File: src/rtl/legwin_pkg.sv
// Package: shared types, constants and helpers for the legacy window decoder.
// Assumes a 20-bit address space; boundaries below are fixed by the memory map.
package legwin_pkg;

    // Region an access address falls in.
    typedef enum logic [1:0] {
        RGN_NONE  = 2'd0,
        RGN_VIDEO = 2'd1,
        RGN_EXP   = 2'd2,
        RGN_TOP   = 2'd3
    } region_e;

    typedef logic [1:0] attr_t;

    // Bit positions within the management-RAM control byte.
    localparam int SMR_OPEN_BIT  = 6;
    localparam int SMR_LOCK_BIT  = 4;
    localparam int SMR_SMMEN_BIT = 3;

    // Bits frozen by the lock.
    localparam logic [7:0] SMR_LOCK_MASK = 8'h50;

    // Attribute bit 0 grants reads to DRAM, bit 1 grants writes.
    function automatic logic attr_grants(attr_t a, logic is_write);
        return is_write ? a[1] : a[0];
    endfunction

endpackage

File: src/rtl/legwin_cfg_regs.sv
// Module: configuration byte store for the legacy window decoder.
// Holds the memory-size byte, the attribute bytes and the management-RAM
// control byte. Dword access with byte enables. Reads are combinational.
// Writes land on the clock edge. Assumes all offsets fit in CFG_AW bits.
module legwin_cfg_regs
    import legwin_pkg::*;
#(
    parameter int              CFG_AW    = 8,
    parameter int              ATTR_REGS = 7,
    parameter logic [CFG_AW-1:0] ATTR_BASE = 8'h59,
    parameter logic [CFG_AW-1:0] TOM_OFS   = 8'h57,
    parameter logic [CFG_AW-1:0] SMR_OFS   = 8'h72,
    parameter logic [7:0]      TOM_RST   = 8'h00,
    parameter logic [7:0]      SMR_RST   = 8'h02
) (
    input  logic                          clk,
    input  logic                          rst_n,
    input  logic                          wr_en,
    input  logic [CFG_AW-1:0]             addr,
    input  logic [3:0]                    be,
    input  logic [31:0]                   wdata,
    output logic [31:0]                   rdata,
    output logic [ATTR_REGS-1:0][7:0]     attr_q,
    output logic [7:0]                    smr_q
);

    localparam int LANES = 4;

    logic [7:0]                  tom_q;
    logic [LANES-1:0][CFG_AW-1:0] lane_ofs;
    logic [LANES-1:0][7:0]        lane_rd;

    generate
        for (genvar ln = 0; ln < LANES; ln++) begin : g_lane
            // Byte offset carried by this lane.
            assign lane_ofs[ln] = {addr[CFG_AW-1:2], 2'(ln)};

            // Read mux: pick the stored byte for this lane's offset, else zero.
            always_comb begin
                lane_rd[ln] = 8'h00;
                if (lane_ofs[ln] == TOM_OFS) lane_rd[ln] = tom_q;
                if (lane_ofs[ln] == SMR_OFS) lane_rd[ln] = smr_q;
                for (int k = 0; k < ATTR_REGS; k++) begin
                    if (lane_ofs[ln] == ATTR_BASE + CFG_AW'(k)) lane_rd[ln] = attr_q[k];
                end
            end
        end
    endgenerate

    assign rdata = lane_rd;

    // Register update: reset values, then enabled-lane writes with lock merge.
    always_ff @(posedge clk) begin
        if (!rst_n) begin
            tom_q  <= TOM_RST;
            smr_q  <= SMR_RST;
            attr_q <= '0;
        end else if (wr_en) begin
            for (int ln = 0; ln < LANES; ln++) begin
                if (be[ln]) begin
                    if (lane_ofs[ln] == TOM_OFS) tom_q <= wdata[8*ln +: 8];
                    if (lane_ofs[ln] == SMR_OFS) begin
                        if (smr_q[SMR_LOCK_BIT])
                            smr_q <= (wdata[8*ln +: 8] & ~SMR_LOCK_MASK) | (smr_q & SMR_LOCK_MASK);
                        else
                            smr_q <= wdata[8*ln +: 8];
                    end
                    for (int k = 0; k < ATTR_REGS; k++) begin
                        if (lane_ofs[ln] == ATTR_BASE + CFG_AW'(k)) attr_q[k] <= wdata[8*ln +: 8];
                    end
                end
            end
        end
    end

endmodule

File: src/rtl/legwin_seg_lookup.sv
// Module: classifies an access address into a legacy region and picks the
// 2-bit attribute of its segment. Assumes attribute byte 0 serves the top
// segment and bytes 1.. serve the expansion segments, two per byte.
module legwin_seg_lookup
    import legwin_pkg::*;
#(
    parameter int ADDR_W       = 20,
    parameter int ATTR_REGS    = 7,
    parameter int SEG_SHIFT    = 14,
    parameter int NUM_EXP_SEGS = 12
) (
    input  logic [ADDR_W-1:0]         addr,
    input  logic [ATTR_REGS-1:0][7:0] attr_q,
    output region_e                   region,
    output attr_t                     attr
);

    localparam logic [ADDR_W-1:0] VIDEO_LO = ADDR_W'(20'hA0000);
    localparam logic [ADDR_W-1:0] EXP_LO   = ADDR_W'(20'hC0000);
    localparam logic [ADDR_W-1:0] TOP_LO   = ADDR_W'(20'hF0000);
    localparam int                IDX_W    = ADDR_W - SEG_SHIFT;
    localparam logic [IDX_W-1:0]  EXP_IDX0 = EXP_LO[ADDR_W-1:SEG_SHIFT];

    attr_t [NUM_EXP_SEGS-1:0] seg_attr;
    logic  [IDX_W-1:0]        seg_idx;
    attr_t                    exp_attr;
    logic                     unused_bits;

    generate
        for (genvar s = 0; s < NUM_EXP_SEGS; s++) begin : g_seg
            // Segment s reads the low nibble of its byte when even, high when odd.
            assign seg_attr[s] = attr_q[1 + s/2][(s%2)*4 +: 2];
        end
    endgenerate

    assign seg_idx = addr[ADDR_W-1:SEG_SHIFT] - EXP_IDX0;

    // Expansion attribute mux, guarded against out-of-table indices.
    always_comb begin
        exp_attr = '0;
        for (int s = 0; s < NUM_EXP_SEGS; s++) begin
            if (seg_idx == IDX_W'(s)) exp_attr = seg_attr[s];
        end
    end

    // Region classification and attribute selection.
    always_comb begin
        region = RGN_NONE;
        attr   = '0;
        if (addr >= TOP_LO) begin
            region = RGN_TOP;
            attr   = attr_q[0][5:4];
        end else if (addr >= EXP_LO) begin
            region = RGN_EXP;
            attr   = exp_attr;
        end else if (addr >= VIDEO_LO) begin
            region = RGN_VIDEO;
        end
    end

    assign unused_bits = ^{attr_q, addr[SEG_SHIFT-1:0]};

endmodule

File: src/rtl/legwin_route.sv
// Module: turns region, attribute, access direction and management state
// into the DRAM / bus selects. Purely combinational; assumes region and
// attr come from the segment lookup in the same cycle.
module legwin_route
    import legwin_pkg::*;
(
    input  region_e    region,
    input  attr_t      attr,
    input  logic       acc_valid,
    input  logic       acc_write,
    input  logic       smm_active,
    input  logic [7:0] smr_q,
    output logic       sel_dram,
    output logic       sel_bus
);

    logic grant;
    logic claimed;
    logic unused_bits;

    // DRAM grant per region.
    always_comb begin
        unique case (region)
            RGN_VIDEO:       grant = smr_q[SMR_OPEN_BIT] | (smm_active & smr_q[SMR_SMMEN_BIT]);
            RGN_EXP, RGN_TOP: grant = attr_grants(attr, acc_write);
            default:         grant = 1'b0;
        endcase
    end

    assign claimed  = acc_valid & (region != RGN_NONE);
    assign sel_dram = claimed & grant;
    assign sel_bus  = claimed & ~grant;

    assign unused_bits = ^{smr_q[7], smr_q[5:4], smr_q[2:0]};

endmodule

File: src/rtl/legwin_decoder.sv
// Module: top of the legacy memory window decoder. Joins the configuration
// store, the segment lookup and the routing stage. The decode is
// combinational from stored bytes and the access/management inputs.
module legwin_decoder
    import legwin_pkg::*;
#(
    parameter int ADDR_W    = 20,
    parameter int CFG_AW    = 8,
    parameter int ATTR_REGS = 7
) (
    input  logic              clk,
    input  logic              rst_n,
    input  logic              cfg_wr_en,
    input  logic [CFG_AW-1:0] cfg_addr,
    input  logic [3:0]        cfg_be,
    input  logic [31:0]       cfg_wdata,
    output logic [31:0]       cfg_rdata,
    input  logic              acc_valid,
    input  logic              acc_write,
    input  logic [ADDR_W-1:0] acc_addr,
    input  logic              smm_active,
    output logic              sel_dram,
    output logic              sel_bus
);

    logic [ATTR_REGS-1:0][7:0] attr_q;
    logic [7:0]                smr_q;
    region_e                   region;
    attr_t                     attr;

    legwin_cfg_regs #(
        .CFG_AW    (CFG_AW),
        .ATTR_REGS (ATTR_REGS)
    ) u_regs (
        .clk    (clk),
        .rst_n  (rst_n),
        .wr_en  (cfg_wr_en),
        .addr   (cfg_addr),
        .be     (cfg_be),
        .wdata  (cfg_wdata),
        .rdata  (cfg_rdata),
        .attr_q (attr_q),
        .smr_q  (smr_q)
    );

    legwin_seg_lookup #(
        .ADDR_W    (ADDR_W),
        .ATTR_REGS (ATTR_REGS)
    ) u_lookup (
        .addr   (acc_addr),
        .attr_q (attr_q),
        .region (region),
        .attr   (attr)
    );

    legwin_route u_route (
        .region     (region),
        .attr       (attr),
        .acc_valid  (acc_valid),
        .acc_write  (acc_write),
        .smm_active (smm_active),
        .smr_q      (smr_q),
        .sel_dram   (sel_dram),
        .sel_bus    (sel_bus)
    );

endmodule

File: config.mk
export PLATFORM = sky130hd
export DESIGN_NAME = legwin_decoder
export DESIGN_NICKNAME = d
export VERILOG_FILES = /design/src/rtl/legwin_pkg.sv /design/src/rtl/legwin_cfg_regs.sv /design/src/rtl/legwin_seg_lookup.sv /design/src/rtl/legwin_route.sv /design/src/rtl/legwin_decoder.sv
export SDC_FILE = /design/constraint.sdc
export NUM_CORES = 1
export LEC_CHECK = 0
export BUFFER_PORTS_ARGS = -buffer_cell sky130_fd_sc_hd__buf_2
export CAP_MARGIN = 25
export CORE_MARGIN = 1
export CORE_UTILIZATION = 53
export DETAILED_ROUTE_END_ITERATION = 10
export GPL_TIMING_DRIVEN = 0
export PLACE_DENSITY = 0.8
export SYNTH_ARGS = -nofsm -noshare
export SYNTH_HDL_FRONTEND = slang
export SYNTH_SLANG_ARGS = --single-unit
export TNS_END_PERCENT = 20
File: constraint.sdc
create_clock -name clk -period 2.2 [get_ports clk]
set_clock_uncertainty 0.2 [all_clocks]
set_input_delay 0.22 -clock clk [delete_from_list [all_inputs] [get_ports clk]]
set_output_delay 0.22 -clock clk [all_outputs]
set_load 0.1 [all_outputs]
==> flow_summary_export.csv, run 1 <==
group,metric,value,unit
route,vias,3654,
outcome,violations,"setup timing",
synth,ys_types,43,
synth,synth_top_cells_by_count,"mux2i_1, dfxtp_1, nor2b_1, nand2_1, nor2_1",
placed_design,dp_hpwl,7.08,mm
synth,synth_area,0.00383,mm^2
floorplan,pin_count,104,
synth,synth_most_common_cell,"mux2i_1",
synth,seq_area_frac_synth,37.7,%
finish,stdcell_area,0.00507,mm^2
clock_network,cts_made_buffers,9,
finish,fin_nets,623,
clock_network,cts_tree,"built",
route,top_layer,"met4",
route,drt_iter0_drc,160,
synth,yosys-top-cells-area,"dfxtp_1, mux2i_1, nor2b_1",
route,vias_per_cell,5.59,
placed_design,dpl-instance-area,0.00440,mm^2
floorplan,die_x,87.0,um
synth,async_reset_ff_share,0,%
flow_run,max_cap_violations,0,
pwr,p_clk_share,39.5,%
pwr,combPwrFrac,11.4,%
placed_design,port_buffers,82,
pwr,p_total,2.66,mW
synth,ys_ff_latch,72,
setup_path,crit_type,"reg2out",
hold_path,hold_depth,2,
sta,rsz0062_at_grt,"true",
placed_design,globalplace.congestion,0.897,
synth,synth_fp_nets,497,
setup_path,arrival,2110,ps
clock_network,clk_latency,340,ps
pwr,power_density,525,mW/mm^2
global_routing,grt_pass1_wl,16.9,mm
clock_network,htree_levels,3,
clock_network,root_buffer,"clkbuf_8",
clock_network,cts.sinks,72,
floorplan,dieArea,0.00756,mm^2
synth,synth_flop_cell,"dfxtp_1",
sta,fin_ws,-334,ps
floorplan,initial_core_util,55.7,%
synth,yosysWarnings,0,
clock_network,clk_pin_slew_worst_paths,80,ps
floorplan,num_rows,30,
synth,avgSynthCellArea,8.96,um^2
pwr,switching_share,24.8,%
route,wl_met3,610,um
global_routing,first_global_vias,3590,
global_routing,grt_antenna_before_repair,0,
sta,max_freq,395,MHz
synth,synth_edf_count,0,
sta,period_needed,2530,ps
synth,synth_top_cell_by_area,"dfxtp_1",
hold_path,min_path_type,"in2reg",
setup_path,cp_max_fo,2,
route,wl_per_cell,16.2,um
setup_path,required,1780,ps
global_routing,grt.overflow.total,0,
floorplan,die_h,87.0,um
sta,setup_violations,2,
outcome,status,"finished with violations",
global_routing,grt_max_degree,13,
route,wl_met2,5.25,mm
finish,postLayoutCoreUtil,73.8,%
sta,whs,120,ps
setup_path,ff2ff_path_depth,3,
route,drc,0,
global_routing,grtUsageTotal,29.0,%
finish,diodes,0,
pwr,pwr-share-seq,49.1,%
pwr,p_int,2.00,mW
finish,fill_cells,535,
setup_path,end_kind,"output port",
route,wl_met1,4.53,mm
route,drt-pass1-iter-count,4,
sta,worstMarginPinSlew,721,ps
sta,slew_headroom,51.6,%
setup_path,start_kind,"flop",
route,wl,10.6,mm
clock_network,clk_path_buf_depth,2,
floorplan,design.core.area,0.00687,mm^2
sta,slew_violations,0,
sta,hold_violations,0,
synth,synth_cells,427,
pwr,p_leak,2.13,nW
synth,synth_top_area_share,37.7,%
finish,syn2layout_area_growth,32.5,%
pwr,ir_worst_vdd,0.000473,V
pwr,switchingPower,659,uW
sta,fin_tns_setup,-647,ps
route,ant_nets,0,
sta,fin_crit_sh,115,%
finish,layout-drive-gt1-share,24.7,%
==> sequential cells by signal, summed over array words and instances (netlist names) <==
name / count
u_regs.smr_q: 8
u_regs.tom_q: 8
u_regs.attr_q: 56
==> path summary, 6_finish.rpt <==
path                                   startpoint           endpoint  slack (ps)
worst max register to register    u_regs.smr_q[4]    u_regs.smr_q[6]        1110
worst min register to register   u_regs.attr_q[3]   u_regs.attr_q[3]         270
worst min-delay path                        rst_n  u_regs.attr_q[15]         120
worst max-delay path            u_regs.attr_q[16]            sel_bus        -330
==> power groups by stage <==
stage | clock [mW] | combinational [mW] | sequential [mW]
2_1_floorplan | 0 | 0.140 | 1.34
3_3_place_gp | 0 | 0.240 | 1.34
3_5_place_dp | 0 | 0.242 | 1.34
4_1_cts | 1.06 | 0.296 | 1.31
5_1_grt | 1.11 | 0.321 | 1.31
6_report | 1.05 | 0.303 | 1.31
==> routing by layer <==
layer | GRT usage [%] | vias up
li1 | - | 1737
met1 | 37.3 | 1745
met2 | 49.1 | 155
met3 | 3.32 | 17
met4 | 12.7 | 0
met5 | 0 | -
==> layout make-up <==
class,count,area (um^2),share of cell area [%]
inverters,3,11.3,0.222
clock buffers,11,141,2.79
multi-input cells,326,2310,45.6
flip-flops and latches,72,1440,28.5
repair buffers,115,848,16.7
well taps,96,120,2.37
plain buffers,26,138,2.71
clock inverters,5,56.3,1.11
==> cells by family after synthesis <==
| family | Yosys count | synth area share [%] |
|---|---|---|
| simple gates | 185 | 26.8 |
| mux | 77 | 20.5 |
| flops | 72 | 37.7 |
| compound gates | 64 | 11.3 |
| buf+inv | 29 | 3.70 |
==> layout by cell type (no fill, tap or decap), types with 3 or more instances in the layout <==
cell	count
clkbuf_8	10
buf_2	66
o21ai_1	6
buf_8	3
and3b_1	3
nor2_2	8
nor2b_1	51
dfxtp_1	71
a21oi_1	11
o21ai_0	3
clkbuf_4	9
and2_1	9
nand2b_1	6
clkbuf_1	13
nand2_1	41
a21boi_1	9
nand3_1	28
nor2_1	21
o211ai_1	6
a21boi_0	16
clkbuf_2	3
dlygate4sd3_1	32
buf_4	5
buf_6	9
mux2i_1	74
==> what timing repair did <==
item | 4_1_cts | 5_1_grt
hold buffers | 32 | 0
pin swaps | 4 | 1
buffers inserted | 1 | 0
gates resized for setup | 25 | 24
endpoints found under the setup margin | 26 | 23
hold endpoints to repair | 70 | 0
==> metrics by stage <==
step	instances	setup WS, ps
2_1_floorplan	427	-460
3_3_place_gp	605	-385
3_5_place_dp	605	-444
4_1_cts	654	-343
5_1_grt	654	-395
6_report	654	-334
==> critical path, cell delays in order, from the launching register on <==
cell and delay (ps):
dfxtp_2 320, or2_4 210, mux4_2 490, a32oi_2 180, o32a_1 240, o21ba_4 170, buf_12 170
Note: power is estimated with default switching activity, not from simulation.
==> run 2, diff against run 1 <==
--- a/config.mk
+++ b/config.mk
@@ -5,7 +5,7 @@
 export SDC_FILE = /design/constraint.sdc
 export NUM_CORES = 1
 export LEC_CHECK = 0
-export BUFFER_PORTS_ARGS = -buffer_cell sky130_fd_sc_hd__buf_2
+export BUFFER_PORTS_ARGS = -buffer_cell sky130_fd_sc_hd__buf_4
 export CAP_MARGIN = 25
 export CORE_MARGIN = 1
 export CORE_UTILIZATION = 53
==> flow_summary_export.csv, run 2 (synthesis gave the netlist of run 1 again) <==
group,metric,value,unit
placed_design,globalplace.congestion,0.886,
setup_path,path_cells,"or2_4, mux4_2, a32oi_1, o32a_1, o21ba_4, buf_12",
clock_network,htree_levels,3,
sta,rsz0062_at_grt,"true",
setup_path,cp_num_buf_inv,1,
pwr,ir_worst_vdd,0.000453,V
clock_network,cts_made_buffers,9,
floorplan,initial_core_util,55.7,%
finish,fill_cells,509,
global_routing,met2_usage,49.2,%
floorplan,die_h,87.0,um
pwr,power_density,558,mW/mm^2
floorplan,pin_count,104,
global_routing,grt.overflow.total,0,
route,drt_iter0_drc,206,
setup_path,critical_path_depth,6,
finish,diodes,0,
sta,setup_violations,2,
outcome,status,"finished with violations",
floorplan,dieArea,0.00756,mm^2
route,vias_per_cell,5.55,
setup_path,crit_type,"reg2out",
clock_network,cts_tree,"built",
pwr,p_leak,2.19,nW
global_routing,grtUsageTotal,29.3,%
clock_network,clk_path_buf_depth,2,
route,drt-pass1-iter-count,4,
finish,layout-drive-gt1-share,24.2,%
finish,largest_reg_flops,56,
flow_run,max_cap_violations,0,
finish,syn2layout_area_growth,37.1,%
clock_network,clk_latency,350,ps
setup_path,critPathMaxStageDelay,470,ps
floorplan,die_x,87.0,um
finish,stdcell_area,0.00525,mm^2
setup_path,arrival,2060,ps
route,ant_nets,0,
finish,final_common_cell,"buf_4",
setup_path,ff2ff_path_depth,3,
placed_design,dpl-instance-area,0.00460,mm^2
sta,fin_crit_sh,113,%
sta,slew_headroom,46.8,%
finish,reg_top3,"u_regs.attr_q (56), u_regs.smr_q (8), u_regs.tom_q (8)",
setup_path,cp_max_fo,2,
global_routing,grt_pass1_wl,17.0,mm
placed_design,dp_hpwl,7.09,mm
setup_path,worst_path_max_delay_cell,"mux4_2",
global_routing,grt_max_degree,13,
setup_path,end_kind,"output port",
sta,worstMarginPinSlew,792,ps
finish,regMostFlops,"u_regs.attr_q",
outcome,violations,"setup timing",
global_routing,grt_antenna_before_repair,0,
clock_network,clk_pin_slew_worst_paths,80,ps
sta,slew_violations,0,
hold_path,min_path_type,"in2reg",
clock_network,cts.sinks,72,
placed_design,port_buffers,82,
setup_path,start_kind,"flop",
setup_path,required,1780,ps
global_routing,grt_busiest_layer,"met2",
pwr,p_total,2.93,mW
floorplan,num_rows,30,
route,drc,0,
setup_path,cp_top_family,"compound AO/OA/AOI/OAI gates",
route,vias,3629,
sta,hold_violations,0,
global_routing,met3_usage,4.36,%
global_routing,grtUsageMet1,38.1,%
finish,final_cell_mix,"buf_4, mux2i_1, dfxtp_1",
sta,period_needed,2480,ps
route,wl,10.8,mm
sta,fin_ws,-279,ps
clock_network,root_buffer,"clkbuf_8",
hold_path,hold_depth,2,
route,wl_per_cell,16.4,um
global_routing,first_global_vias,3495,
finish,fin_nets,623,
floorplan,design.core.area,0.00687,mm^2
sta,max_freq,403,MHz
-- run 2: cell count changes in the layout (fill, tap and decap cells not counted), sizes merged --
cell / previous run / this run
buf: 85 / 95
bufinv: 1 / 3
clkbuf: 35 / 25
clkinv: 3 / 2
clkinvlp: 1 / 0
-- run 2: final cells by class --
class	count	area, um^2	share of cell area, %
Sequential cell	72	1440	27.5
Inverter	3	11.3	0.215
Multi-Input combinational cell	326	2300	43.9
Timing Repair Buffer	115	987	18.8
Buffer	26	135	2.58
Tap cell	96	120	2.29
Clock buffer	11	141	2.69
Clock inverter	5	104	1.98
-- run 2: through the flow --
stage / cells / hold WS, ps / setup TNS (ps) / worst slack, ps / utilization, %
3_3_place_gp: 605 / 242 / -4640 / -284 / 67.0
2_1_floorplan: 427 / 148 / -7620 / -460 / -
4_1_cts: 654 / 86.8 / -570 / -300 / 76.0
3_5_place_dp: 605 / 249 / -4540 / -251 / 67.0
6_report: 654 / 111 / -518 / -279 / 76.4
5_1_grt: 654 / 123 / -614 / -331 / 76.4
-- run 2: worst paths after layout --
| kind | start | to | slack, ps |
|---|---|---|---|
| max | u_regs.attr_q[16] | sel_bus | -280 |
| min | rst_n | u_regs.attr_q[7] | 110 |
| max reg2reg | u_regs.smr_q[4] | u_regs.smr_q[6] | 1090 |
| min reg2reg | u_regs.attr_q[3] | u_regs.attr_q[3] | 260 |
-- run 2: repair_timing --
action	in CTS	in global routing
cloned	0	0
resized for setup	14	6
endpoints found under the hold margin	70	0
buffers inserted	1	0
pin swaps	4	3
hold buffers	32	0
endpoints found under the setup margin	21	12
-- run 2: power by group --
part / leakage [nW] / switching (mW) / internal (mW)
sequential: 0.580 / 0.00193 / 1.30
combinational: 1.48 / 0.160 / 0.169
clock: 0.124 / 0.505 / 0.785
-- run 2: layer usage --
layer  vias up  routed length [um]
li1       1738                   -
met1      1724                4640
met2       143                5230
met3        24                 641
met4         0                 245
met5         -                   0
==> run 3, diff against run 2 <==
--- a/config.mk
+++ b/config.mk
@@ -7,6 +7,7 @@
 export LEC_CHECK = 0
 export BUFFER_PORTS_ARGS = -buffer_cell sky130_fd_sc_hd__buf_4
 export CAP_MARGIN = 25
+export CORE_ASPECT_RATIO = 0.75
 export CORE_MARGIN = 1
 export CORE_UTILIZATION = 53
 export DETAILED_ROUTE_END_ITERATION = 10
==> constraint.sdc (replaced) <==
create_clock -name clk -period 2.2 [get_ports clk]
set_clock_uncertainty 0.2 [all_clocks]
set_input_delay 0.22 -clock clk [delete_from_list [all_inputs] [get_ports clk]]
set_output_delay 0.22 -clock clk [all_outputs]
set_load 0.01 [all_outputs]
==> flow_summary_export.csv, run 3 (synthesis gave the netlist of run 1 again) <==
group,metric,value,unit
pwr,power_density,532,mW/mm^2
outcome,status,"finished with violations",
placed_design,globalplace.congestion,0.854,
pwr,ir_worst_vdd,0.000437,V
global_routing,first_global_vias,3431,
setup_path,critPathMaxStageDelay,460,ps
sta,slew_violations,0,
finish,final_common_cell,"buf_4",
route,drt-pass1-iter-count,5,
route,ant_nets,0,
setup_path,required,1780,ps
setup_path,worst_path_max_delay_cell,"mux4_2",
setup_path,worst_r2r_endpoint,"u_regs.smr_q[6]",
sta,rsz0062_at_grt,"true",
finish,final_cell_mix,"buf_4, mux2i_1, dfxtp_1",
placed_design,port_buffers,82,
finish,regMostFlops,"u_regs.attr_q",
setup_path,ff2ff_path_depth,3,
sta,hold_violations,0,
placed_design,dpl-instance-area,0.00456,mm^2
clock_network,cts_tree,"built",
setup_path,reg2reg_slack,1130,ps
route,wl,11.0,mm
global_routing,grt.overflow.total,0,
finish,fill_cells,520,
setup_path,end_kind,"output port",
finish,syn2layout_area_growth,33.8,%
sta,period_needed,2420,ps
floorplan,design.core.area,0.00690,mm^2
finish,diodes,0,
flow_run,max_cap_violations,0,
pwr,p_leak,2.15,nW
clock_network,clk_path_buf_depth,2,
finish,fin_nets,623,
route,vias_per_cell,5.47,
hold_path,holdPathEnd,"u_regs.attr_q[15]",
clock_network,htree_levels,3,
finish,reg_top3,"u_regs.attr_q (56), u_regs.smr_q (8), u_regs.tom_q (8)",
route,vias,3587,
finish,stdcell_area,0.00512,mm^2
hold_path,hold_depth,2,
sta,slew_headroom,49.3,%
setup_path,cp_max_fo,2,
global_routing,grtUsageTotal,30.0,%
route,drc,0,
finish,layout-drive-gt1-share,22.2,%
clock_network,clk_pin_slew_worst_paths,80,ps
setup_path,path_cells,"or2_4, mux4_2, a32oi_1, o32a_1, o21ba_4, buf_6",
floorplan,pin_count,104,
hold_path,min_path_type,"in2reg",
placed_design,dp.cells,607,
placed_design,dp_hpwl,7.29,mm
setup_path,crit_type,"reg2out",
hold_path,hold_start,"rst_n",
floorplan,num_rows,26,
sta,setup_violations,2,
outcome,violations,"setup timing",
floorplan,die_h,75.6,um
setup_path,start_kind,"flop",
route,drt_iter0_drc,166,
global_routing,grt_pass1_wl,17.1,mm
sta,fin_crit_sh,110,%
floorplan,initial_core_util,55.5,%
route,wl_per_cell,16.7,um
floorplan,dieArea,0.00757,mm^2
setup_path,r2r-start,"u_regs.smr_q[4]",
setup_path,arrival,2000,ps
clock_network,cts_made_buffers,9,
finish,postLayoutCoreUtil,74.2,%
sta,max_freq,413,MHz
floorplan,die_x,100,um
clock_network,root_buffer,"clkbuf_8",
sta,worstMarginPinSlew,760,ps
global_routing,grt_antenna_before_repair,0,
clock_network,cts.sinks,72,
finish,largest_reg_flops,56,
clock_network,clk_latency,350,ps
global_routing,grt_max_degree,13,
sta,fin_ws,-223,ps
finish,final_cells,656,
==> run 3: timing repair <==
item / 4_1_cts / 5_1_grt
setup buffers: 1 / 0
pin swaps: 5 / 2
setup endpoints to repair: 7 / 10
hold endpoints to repair: 72 / 0
gates resized for setup: 5 / 2
hold buffers: 32 / 0
==> run 3: power by group <==
| part | leakage [nW] | internal, mW | total [mW] | switching, mW |
|---|---|---|---|---|
| Clock | 0.101 | 0.581 | 1.11 | 0.524 |
| Combinational | 1.46 | 0.165 | 0.313 | 0.148 |
| Sequential | 0.580 | 1.30 | 1.31 | 0.00196 |
==> run 3: layer usage <==
metal | share of wire [%] | global-route usage (%) | routed length [um] | vias to the layer above
li1 | - | - | - | 1734
met1 | 46 | 38.8 | 5070 | 1687
met2 | 45 | 50.0 | 4990 | 145
met3 | 6.7 | 8.44 | 730 | 21
met4 | 1.7 | 8.70 | 192 | 0
met5 | 0 | 0 | 0 | -
==> run 3: critical path, delay by kind of cell, from the launching register on <==
kind            cells  cell delay (ps)
compound gates      3              540
buf+inv             1               90
flops               1              330
mux                 1              460
simple gates        1              220
==> run 3: area by class of cell <==
class                   instances  area [um^2]  area share, %
clock buffers                  11          151           2.96
well taps                      98          123           2.40
multi-input cells             326         2260           44.1
inverters                       3         11.3          0.220
plain buffers                  26          131           2.57
flip-flops and latches         72         1440           28.2
repair buffers                115          947           18.5
clock inverters                 5         55.1           1.08
==> run 3: worst max-delay path by stage <==
stage,startpoint,end,cells after the start
global route,u_regs.attr_q[16],sel_bus,6
global placement,cfg_addr[7],u_regs.attr_q[10],7
floorplan,u_regs.attr_q[16],sel_bus,5
finish,u_regs.attr_q[16],sel_bus,6
CTS,u_regs.attr_q[16],sel_bus,6
detailed placement,cfg_addr[7],u_regs.attr_q[8],7
==> run 3: per-stage QoR <==
stage          hold WS, ps  worst slack (ps)  power (mW)  setup TNS, ps
3_3_place_gp           242             -76.1        1.59          -1420
3_5_place_dp           247              -129        1.59          -2680
4_1_cts               89.2              -233        2.72           -466
5_1_grt                111              -281        2.80           -558
2_1_floorplan          148               287        1.46              0
6_report               103              -223        2.73           -441
